File: src/rtl/irq_regs_pkg.sv
package irq_regs_pkg;

    // Word offsets decoded by this block
    localparam int OFS_RAW   = 36;
    localparam int OFS_SW    = 37;
    localparam int OFS_SET   = 38;
    localparam int OFS_CLR   = 39;
    localparam int OFS_VBASE = 42;
    localparam int OFS_EN    = 43;

    // Number of low address bits forced to zero in the vector base
    localparam int VBASE_ALIGN_BITS = 2;

    // One-hot selection of the register targeted by an access
    typedef struct packed {
        logic raw;
        logic sw;
        logic set;
        logic clr;
        logic vbase;
        logic en;
    } reg_sel_t;

    // Write strobes handed to the register stores
    typedef struct packed {
        logic sw_load;
        logic sw_set;
        logic sw_clr;
        logic en_load;
        logic vb_load;
    } wr_strobe_t;

    function automatic logic [31:0] align_clear(input logic [31:0] v);
        logic [31:0] r;
        r = v;
        r[VBASE_ALIGN_BITS-1:0] = '0;
        return r;
    endfunction

endpackage

File: src/rtl/irq_addr_decode.sv
module irq_addr_decode
    import irq_regs_pkg::*;
#(
    parameter int ADDR_W = 6
) (
    input  logic [ADDR_W-1:0] addr,
    output reg_sel_t          sel,
    output logic              hit
);
    always_comb begin
        sel       = '0;
        sel.raw   = (int'(addr) == OFS_RAW);
        sel.sw    = (int'(addr) == OFS_SW);
        sel.set   = (int'(addr) == OFS_SET);
        sel.clr   = (int'(addr) == OFS_CLR);
        sel.vbase = (int'(addr) == OFS_VBASE);
        sel.en    = (int'(addr) == OFS_EN);
    end

    assign hit = |sel;
endmodule

File: src/rtl/irq_linereg.sv
module irq_linereg #(
    parameter int             N     = 16,
    parameter logic [N-1:0]   MASK  = '1,
    parameter bit             ALIAS = 1'b0
) (
    input  logic         clk,
    input  logic         rst,
    input  logic         wr_load,
    input  logic         wr_set,
    input  logic         wr_clr,
    input  logic [N-1:0] wdata,
    output logic [N-1:0] q
);
    localparam bit USE_ALIAS = ALIAS;

    for (genvar i = 0; i < N; i++) begin : g_line
        if (MASK[i]) begin : g_live
            logic bit_q;
            logic alias_hit;

            assign alias_hit = USE_ALIAS && (wr_set || wr_clr);

            always_ff @(posedge clk) begin
                if (rst) begin
                    bit_q <= 1'b0;
                end else if (USE_ALIAS && wr_clr && wdata[i]) begin
                    bit_q <= 1'b0;
                end else if (USE_ALIAS && wr_set && wdata[i]) begin
                    bit_q <= 1'b1;
                end else if (wr_load && !alias_hit) begin
                    bit_q <= wdata[i];
                end
            end

            assign q[i] = bit_q;
        end else begin : g_absent
            assign q[i] = 1'b0;
        end
    end
endmodule

File: src/rtl/irq_req_gate.sv
module irq_req_gate #(
    parameter int           N    = 16,
    parameter logic [N-1:0] MASK = '1
) (
    input  logic [N-1:0] hw,
    input  logic [N-1:0] sw,
    input  logic [N-1:0] en,
    output logic [N-1:0] raw,
    output logic         req
);
    logic [N-1:0] merged;

    assign raw    = hw & MASK;
    assign merged = (raw | sw) & en;
    assign req    = |merged;
endmodule

File: src/rtl/irq_regblock.sv
module irq_regblock
    import irq_regs_pkg::*;
#(
    parameter int                     NUM_LINES = 16,
    parameter int                     DATA_W    = 32,
    parameter int                     ADDR_W    = 6,
    parameter logic [NUM_LINES-1:0]   LINE_MASK = 16'h7FF7
) (
    input  logic                 clk,
    input  logic                 rst,
    input  logic                 bus_rd,
    input  logic                 bus_wr,
    input  logic [ADDR_W-1:0]    bus_addr,
    input  logic [DATA_W-1:0]    bus_wdata,
    output logic [DATA_W-1:0]    bus_rdata,
    input  logic [NUM_LINES-1:0] irq_in,
    output logic                 irq_req
);
    localparam int N = NUM_LINES;

    reg_sel_t            sel;
    logic                sel_hit;
    wr_strobe_t          stb;
    logic [N-1:0]        wlines;
    logic [N-1:0]        sw_q;
    logic [N-1:0]        en_q;
    logic [N-1:0]        raw_q;
    logic [DATA_W-1:0]   vbase_q;
    logic [DATA_W-1:0]   rd_mux;

    irq_addr_decode #(.ADDR_W(ADDR_W)) u_dec (
        .addr (bus_addr),
        .sel  (sel),
        .hit  (sel_hit)
    );

    always_comb begin
        stb         = '0;
        stb.sw_load = bus_wr && sel.sw;
        stb.sw_set  = bus_wr && sel.set;
        stb.sw_clr  = bus_wr && sel.clr;
        stb.en_load = bus_wr && sel.en;
        stb.vb_load = bus_wr && sel.vbase;
    end

    assign wlines = bus_wdata[N-1:0];

    irq_linereg #(.N(N), .MASK(LINE_MASK), .ALIAS(1'b1)) u_sw (
        .clk     (clk),
        .rst     (rst),
        .wr_load (stb.sw_load),
        .wr_set  (stb.sw_set),
        .wr_clr  (stb.sw_clr),
        .wdata   (wlines),
        .q       (sw_q)
    );

    irq_linereg #(.N(N), .MASK(LINE_MASK), .ALIAS(1'b0)) u_en (
        .clk     (clk),
        .rst     (rst),
        .wr_load (stb.en_load),
        .wr_set  (1'b0),
        .wr_clr  (1'b0),
        .wdata   (wlines),
        .q       (en_q)
    );

    always_ff @(posedge clk) begin
        if (rst) begin
            vbase_q <= '0;
        end else if (stb.vb_load) begin
            vbase_q <= DATA_W'(align_clear(32'(bus_wdata)));
        end
    end

    irq_req_gate #(.N(N), .MASK(LINE_MASK)) u_gate (
        .hw  (irq_in),
        .sw  (sw_q),
        .en  (en_q),
        .raw (raw_q),
        .req (irq_req)
    );

    always_comb begin
        rd_mux = '0;
        if (sel_hit) begin
            unique case (1'b1)
                sel.raw:   rd_mux = DATA_W'(raw_q);
                sel.sw:    rd_mux = DATA_W'(sw_q);
                sel.en:    rd_mux = DATA_W'(en_q);
                sel.vbase: rd_mux = vbase_q;
                default:   rd_mux = '0;
            endcase
        end
    end

    assign bus_rdata = bus_rd ? rd_mux : '0;
endmodule

File: config.mk
export PLATFORM = sky130hd
export DESIGN_NAME = irq_regblock
export DESIGN_NICKNAME = d
export VERILOG_FILES = /design/src/rtl/irq_regs_pkg.sv /design/src/rtl/irq_addr_decode.sv /design/src/rtl/irq_linereg.sv /design/src/rtl/irq_req_gate.sv /design/src/rtl/irq_regblock.sv
export SDC_FILE = /design/constraint.sdc
export NUM_CORES = 1
export LEC_CHECK = 0
export ABC_AREA = 1
export CORE_ASPECT_RATIO = 0.7
export CORE_MARGIN = 3
export CORE_UTILIZATION = 40
export DETAILED_ROUTE_END_ITERATION = 10
export DONT_BUFFER_PORTS = 1
export RECOVER_POWER = 100
export SLEW_MARGIN = 20
export SYNTH_ARGS = -nofsm -noshare
export SYNTH_HDL_FRONTEND = slang
export SYNTH_SLANG_ARGS = --single-unit
File: constraint.sdc
create_clock -name clk -period 1 [get_ports clk]
set_clock_uncertainty 0.05 [all_clocks]
set_input_delay 0.05 -clock clk [delete_from_list [all_inputs] [get_ports clk]]
set_output_delay 0.05 -clock clk [all_outputs]
set_load 0.005 [all_outputs]
==> metrics.txt, run 1 <==
commonest non-fill, non-tap cell in the layout=nand2_1; Global Route met2 Usage=35.2%; total CTS buffers=9; pwr dens=around 1200 nW/um^2; Max Fclk=774 MHz; synthesized area per cell=around 6.3 sq um; Final Cycle Share=129%; Port Buf Inserts=0; RSZ-0062 raised after global routing=yes; Root Buffer=clkbuf_16; clock sink total=58; fin nets=618; status=finished, violations left; via count of the first global-routing pass=approximately 3,300; Core Area=roughly 7500 sq um; top cells by area, synth=dfxtp_1 36%, nand2_1 14%, nand3_1 11%; Synth-to-Final Area Change=44.2%; global route hottest layer=met2; Pins Over Slew Limit=0; first-pass GRT wire length=16,600 microns; Cells after Synth=roughly 510; failing checks=negative setup slack; Starting Density=42.6%; Placer Congestion=about 0.85; Crit. End Element=output pin; clock buffer depth=2; Vias/cell=~5.4; post-layout min period=around 1.3 ns; CP Launch Type=flip-flop; Die Ht=between 80 and 90 microns; met1 usage=31.9%; #FFs+latches synth=58; largest net degree at the start of global routing=53; register area=1210 sq um; post-synthesis sequential area ratio=roughly 36%; # DRC=0; Tot GR Track Use=a little under a quarter; Worst Max-Slew Pin Slew=just over 0.6 ns; post-synthesis cell area=approximately 3200 sq um; die area=around 9100 sq um; CTS tree=built; setup TNS=-2.72 ns; Pleak=~1.9 nW; # setup viols final=33; CTS H-tree depth=3; I/O pin cnt=91; Finished Core Util=61.4%; fill count=706; layout cells sized above 1=between 30% and 40%; WP data required=around 0.9 ns; crit-path max FO=2; worst hold path class=in2reg; CP Data Arrival Time=around 1.2 ns; most frequent cells in the layout=116 x nand2_1, 54 x nor2_1, 45 x nand3_1; first-iteration detailed-routing DRC count=~250; Final Hold Fails=0; drt pass-1 iters=4; antenna-violating nets left=0; vias post-DR=3,544; Setup WS post-layout=-0.292 ns; Slew headroom=between 50% and 60%; Overflow after GRT=0; # rows=26; max cap viols=0; die width=113 microns; Peak VDD IR=around 0.67 mV; HPWL Detailed=between 6000 and 7000 microns; post-synth top area cell=dfxtp_1; unique cell type count in the Yosys netlist=22; syn nets=between 500 and 600; pre-CTS WS=-0.0875 ns; WL final=10,900 microns; met3 global-route usage=approximately 6.9%; initial antenna violation count=0; worst-skew pair later-pin latency=about 0.32 ns; area of the multi-input gates=~2100 sq um; average wire per standard cell=~17 microns; share of the synthesized area in the top cell type=36.3%; WS Path Type=reg2out; Worst-path clk slew=about 0.050 ns; synth warn=0; ANT cells=0
## power breakdown
part	switching [mW]	internal [mW]	total, mW
Sequential	0.0108	2.32	2.33
Clock	1.05	1.65	2.70
Combinational	0.336	0.222	0.558
## synth_stat cells, drive strengths merged
master	n
nor3	18
nand2	128
clkbuf	11
inv	42
a21oi	40
clkinv	1
o21ai	28
nand3	73
dfxtp	58
nand4	15
buf	23
nor2	69
## what timing repair did
action / CTS / global route
endpoints found under the hold margin: 58 / 0
endpoints found under the setup margin: 33 / 41
resized for setup: 81 / 55
gates cloned: 0 / 2
pin swaps: 42 / 45
hold buffers: 34 / 0
buffers inserted: 1 / 5
## worst max-delay path: stages, from the launching register on
cell and delay [ns]:
dfxtp_2 0.33, o21ai_2 0.13, nand4_1 0.16, nor2_1 0.16
nand2_1 0.10
## routing by layer
layer,up-vias,share of wire (%),wire length [microns]
met5,-,0,0
met4,0,1.3,140
met3,15,7.9,867
met2,129,46,5000
met1,1642,45,4920
li1,1758,-,-
## logic make-up (layout without fill, tap and decap cells)
family | after synthesis | count (layout) | share of synthesized area, %
buffers and inverters | 77 | 134 | 10.6
AOI/OAI and AO/OA | 68 | 68 | 10.6
DFF | 58 | 58 | 36.3
and+or+nand+nor | 303 | 304 | 42.5
## stage by stage
step	instances	area (sq um)	hold WS [ns]	power, mW
after floorplan	506	3210	0.0691	2.62
after global placement	605	3520	0.0738	2.72
after detailed placement	605	3520	0.0753	2.73
after CTS	655	4390	0.0317	5.62
after global routing	662	4610	0.0930	5.78
final	662	4610	0.0687	5.59
## area by class of cell
cell class / instances / area share, %
clock buffers: 10 / 4.96
clock inverters: 5 / 0.705
inverters: 43 / 3.50
multi-input cells: 372 / 45.1
flip-flops and latches: 58 / 26.2
well taps: 98 / 2.66
repair buffers: 76 / 16.9
## final timing paths
path                                                   from                                        end  slack (ns)  cells past startpoint
hold / removal                                       bus_wr   u_en.g_line[0].g_live.bit_q$_SDFFE_PP0P_        0.07                      3
setup reg to reg   u_sw.g_line[7].g_live.bit_q$_SDFFE_PP0P_   u_sw.g_line[7].g_live.bit_q$_SDFFE_PP0P_        0.14                      4
hold reg to reg   u_en.g_line[13].g_live.bit_q$_SDFFE_PP0P_  u_en.g_line[13].g_live.bit_q$_SDFFE_PP0P_        0.40                      2
setup / recovery  u_sw.g_line[12].g_live.bit_q$_SDFFE_PP0P_                                    irq_req       -0.29                      4
## registers in the layout (all words and copies together), names as in the netlist
signal,cells
vbase_q,30
u_en.g_line.g_live.bit_q,14
u_sw.g_line.g_live.bit_q,14
Note: power is estimated with default switching activity, not from simulation.
==> run 2, diff against run 1 <==
- CORE_UTILIZATION: 40 -> 35
- GPL_TIMING_DRIVEN: default -> 0
==> metrics.txt, run 2 (same netlist as run 1, synthesis figures left out) <==
CP peak stage delay=0.32 ns; Pleak=roughly 2.0 nW; average wire per standard cell=16.8 microns; family with the most delay on the worst path=simple AND/OR/NAND/NOR gates; Starting Density=37.0%; Setup WS post-layout=-0.263 ns; clock sink total=a little under 60; status=finished, violations left; area of the multi-input gates=approximately 2100 sq um; most frequent cells in the layout=115 x nand2_1, 55 x nor2_1, 47 x nand3_1; layout cells sized above 1=roughly 33%; setup TNS=-3.72 ns; drt pass-1 iters=5; CP Launch Type=flip-flop; internal power=~5 mW; post-layout min period=about 1.3 ns; worst hold path class=in2reg; Root Buffer=clkbuf_16; Vias/cell=roughly 5.3; Gate power share=a little under a tenth; via count of the first global-routing pass=3,480; Crit. End Element=output pin; HPWL Detailed=between 7000 and 8000 microns; CP bufs+invs=0; Worst Max-Slew Pin Slew=approximately 0.66 ns; Slew headroom=56.3%; register area=between 1000 and 1500 sq um; vias post-DR=about 3,700; max cap viols=0; ANT cells=0; fin nets=633; die area=10,300 sq um; Sw Ratio=a little under a quarter; Worst-path clk slew=around 0.050 ns; WS Path Type=reg2out; Overflow after GRT=0; fill count=approximately 840; power share of the clock group=53.7%; Biggest register=vbase_q; largest net degree at the start of global routing=11; # DRC=0; Largest register FFs=30; clock buffer depth=2; CTS H-tree depth=3; Finished Core Util=a little under three fifths; total CTS buffers=9; first-iteration detailed-routing DRC count=between 300 and 400; WP data required=0.90 ns; pre-CTS WS=-0.357 ns; Final Cycle Share=126%; WL final=around 12,000 microns; Die Ht=between 80 and 90 microns; WHS Path Cells=3; first-pass GRT wire length=18,200 microns; failing checks=negative setup slack; die width=120 microns; Post-DP Area=about 3400 sq um; crit-path cells=o21ai_1, nand4_1, nor2_1, nand2_1; post-route insts no fill=700; Max Fclk=around 800 MHz; commonest non-fill, non-tap cell in the layout=nand2_1; slowest CP cell=dfxtp_2; crit-path max FO=2; Switch Pwr=approximately 1.5 mW; CP Data Arrival Time=around 1.2 ns; pwr dens=~1300 nW/um^2; design area=about 4800 sq um; Tot GR Track Use=between 20% and 30%; sequential power share=approximately 37%; initial antenna violation count=0; # setup viols final=49; antenna-violating nets left=0; RSZ-0062 raised after global routing=yes; # rows=28; I/O pin cnt=91; cell count of the worst reg-to-reg path=5; WP depth=4; Final Hold Fails=0; Placer Congestion=0.893; CTS tree=built; largest registers=vbase_q: 30 flops, u_en.g_line.g_live.bit_q: 14 flops, u_sw.g_line.g_live.bit_q: 14 flops; Pins Over Slew Limit=0; Synth-to-Final Area Change=49.6%; worst-skew pair later-pin latency=0.32 ns; Peak VDD IR=around 1.0 mV; placed instance count=roughly 630; Port Buf Inserts=0; Core Area=roughly 8700 sq um
## run 2: changes by cell type in the layout (fill, tap and decap cells not counted), moves of 7 or more
cell	change
dfxtp_1	-10
dfxtp_2	+14
nor3_4	+7
buf_2	+9
nor3_2	-7
## run 2: final timing paths
path                                             start                                         to  slack (ns)
max reg2reg  u_sw.g_line[10].g_live.bit_q$_SDFFE_PP0P_  u_sw.g_line[10].g_live.bit_q$_SDFFE_PP0P_        0.06
min reg2reg   u_en.g_line[1].g_live.bit_q$_SDFFE_PP0P_   u_en.g_line[1].g_live.bit_q$_SDFFE_PP0P_        0.40
min                                             bus_wr                    vbase_q[6]$_SDFFE_PP0P_        0.03
max           u_sw.g_line[9].g_live.bit_q$_SDFFE_PP0P_                                    irq_req       -0.26
## run 2: area by class of cell
type | instances | area share (%)
Clock buffer | 12 | 5.36
Buffer | 34 | 5.41
Inverter | 43 | 4.03
Sequential cell | 58 | 25.3
Clock inverter | 4 | 1.54
Multi-Input combinational cell | 372 | 43.5
Timing Repair Buffer | 57 | 11.7
Tap cell | 120 | 3.14
## run 2: power by group through the flow
stage,sequential [mW],combinational [mW],clock [mW]
after floorplan,2.38,0.232,0
after global placement,2.39,0.320,0
after detailed placement,2.39,0.325,0
after CTS,2.34,0.523,3.47
after global routing,2.34,0.631,3.60
final,2.34,0.588,3.40
## run 2: routing by layer
layer  GRT usage [%]  part of all wire [%]  vias to the layer above
met3            7.58                   8.6                       19
met5               0                     0                        -
met1            31.2                    46                     1772
met2            33.2                    44                      161
met4            5.04                   1.6                        0
li1                -                     -                     1792
## run 2: worst reg2reg max path, cell delays in order (launching register included)
cell     delay [ns]
dfxtp_2        0.32
buf_6          0.11
buf_4          0.12
buf_4          0.12
nand2_1        0.06
a21oi_1        0.06
## run 2: timing repair
item                                   in CTS  in global routing
pin swaps                                  28                 46
endpoints found under the hold margin      58                  0
buffers inserted                           10                 13
gates resized for setup                   101                 79
setup endpoints to repair                  33                 80
hold buffers                               33                  0
gates cloned                                0                  2
## run 2: stage by stage
stage,hold slack (ns),total power [mW]
global route,0.0477,6.57
floorplan,0.0691,2.62
CTS,0.0229,6.33
detailed placement,0.0747,2.71
finish,0.0328,6.33
global placement,0.0725,2.71
==> run 3, diff against run 2 <==
- CORE_UTILIZATION: 35 -> 45
- SKIP_LAST_GASP: default -> 1
==> metrics.txt, run 3 (same netlist as run 1, synthesis figures left out) <==
CTS tree=built; clock buffer depth=2; most frequent cells in the layout=112 x nand2_1, 54 x nor2_1, 47 x nand3_1; die area=8170 sq um; ANT cells=0; # DRC=0; first-iteration detailed-routing DRC count=~310; CTS H-tree depth=3; Final Cycle Share=127%; CP peak stage delay=approximately 0.34 ns; Final Hold Fails=0; average wire per standard cell=about 17 microns; clock sink total=just under 60; Worst Max-Slew Pin Slew=0.711 ns; I/O pin cnt=91; vias post-DR=about 3,700; crit-path cells=o21ai_1, nand4_1, nor2_1, nand2_1; CP Launch Type=flip-flop; Port Buf Inserts=0; WL final=around 12,000 microns; Finished Core Util=~67%; Pins Over Slew Limit=0; status=finished, violations left; drt pass-1 iters=5; initial antenna violation count=0; largest registers=vbase_q: 30 flops, u_en.g_line.g_live.bit_q: 14 flops, u_sw.g_line.g_live.bit_q: 14 flops; Largest register FFs=30; Core Area=6820 sq um; Placer Congestion=roughly 0.85; pwr dens=between 1000 and 1500 nW/um^2; fin nets=between 600 and 700; crit-path max FO=3; Vias/cell=between 5 and 6; commonest non-fill, non-tap cell in the layout=nand2_1; family with the most delay on the worst path=flip-flops; Peak VDD IR=0.844 mV; Slew headroom=between 50% and 60%; first-pass GRT wire length=17,700 microns; Tot GR Track Use=about 28%; fill count=620; worst-skew pair later-pin latency=0.34 ns; antenna-violating nets left=0; design area=4560 sq um; Max Fclk=between 700 and 800 MHz; Starting Density=between 40% and 50%; failing checks=negative setup slack; WP data required=0.90 ns; max cap viols=0; Root Buffer=clkbuf_8; RSZ-0062 raised after global routing=yes; Crit. End Element=output pin; largest net degree at the start of global routing=11; # rows=25; Pleak=1.90 nW; Biggest register=vbase_q; total CTS buffers=9; layout cells sized above 1=a little under a third; # setup viols final=60; Post-DP Area=about 3300 sq um; worst hold path class=in2reg; Overflow after GRT=0; HPWL Detailed=approximately 7500 microns; post-layout min period=between 1 and 1.5 ns; via count of the first global-routing pass=3,477; die width=107 microns; pre-CTS WS=-0.314 ns; WS Path Type=reg2out; Setup WS post-layout=-0.267 ns; CP Data Arrival Time=~1.2 ns; slowest CP cell=dfxtp_2; Synth-to-Final Area Change=42.6%; CP bufs+invs=0; Worst-path clk slew=0.06 ns; Die Ht=between 70 and 80 microns
==> run 3: cell types whose count changed in the layout (fill, tap and decap cells not counted), sizes merged <==
cell / delta
buf: -4
dlygate4sd3: +1
inv: +1
clkinv: -2
bufinv: +1
clkbuf: +1
nand2: -1
==> run 3: path summary, 6_finish.rpt <==
check,from,to,slack [ns],cells after the start
worst min-delay path,bus_wr,vbase_q[6]$_SDFFE_PP0P_,0.04,3
worst max register to register,u_sw.g_line[9].g_live.bit_q$_SDFFE_PP0P_,u_sw.g_line[9].g_live.bit_q$_SDFFE_PP0P_,0.16,4
worst max-delay path,u_sw.g_line[8].g_live.bit_q$_SDFFE_PP0P_,irq_req,-0.27,4
worst min register to register,u_en.g_line[1].g_live.bit_q$_SDFFE_PP0P_,u_en.g_line[1].g_live.bit_q$_SDFFE_PP0P_,0.41,2
==> run 3: area by class of cell <==
class | count | area, sq um | area share (%)
Buffer | 34 | 236 | 5.18
Clock buffer | 12 | 145 | 3.18
Clock inverter | 4 | 98.8 | 2.17
Inverter | 43 | 161 | 3.54
Multi-Input combinational cell | 371 | 2060 | 45.1
Sequential cell | 58 | 1210 | 26.5
Tap cell | 94 | 118 | 2.58
Timing Repair Buffer | 55 | 533 | 11.7
==> run 3: layer usage <==
layer | part of all wire (%) | track usage, % | wire [microns]
met5 | 0 | 0 | 0
met4 | 1.6 | 7.02 | 191
met2 | 47 | 43.5 | 5440
met1 | 41 | 37.2 | 4820
met3 | 10 | 8.30 | 1180
==> run 3: through the flow <==
step	setup TNS, ns	power (mW)	hold WS (ns)	instances
detailed placement	-16.08	2.71	0.0720	600
floorplan	0	2.62	0.0691	506
global placement	-15.09	2.71	0.0712	600
CTS	-2.22	5.56	0.00265	658
global route	-8.28	5.75	0.0657	671
finish	-4.27	5.58	0.0363	671
==> run 3: power breakdown <==
part / switching [mW] / internal, mW
sequential: 0.0111 / 2.32
clock: 0.959 / 1.73
combinational: 0.353 / 0.205
==> run 3: worst reg2reg max path, delay by kind of cell (launching register included) <==
family	cells	cell delay, ns
AO/OA/AOI/OAI	1	0.14
AND/OR/NAND/NOR	1	0.05
flip-flops	1	0.34
buffers and inverters	2	0.19
==> run 3: what timing repair did <==
action | in CTS | in global routing
setup endpoints to repair | 33 | 53
hold buffers | 34 | 0
cloned | 0 | 1
resized for setup | 97 | 61
buffers inserted | 8 | 12
endpoints found under the hold margin | 58 | 0
pin swaps | 41 | 17
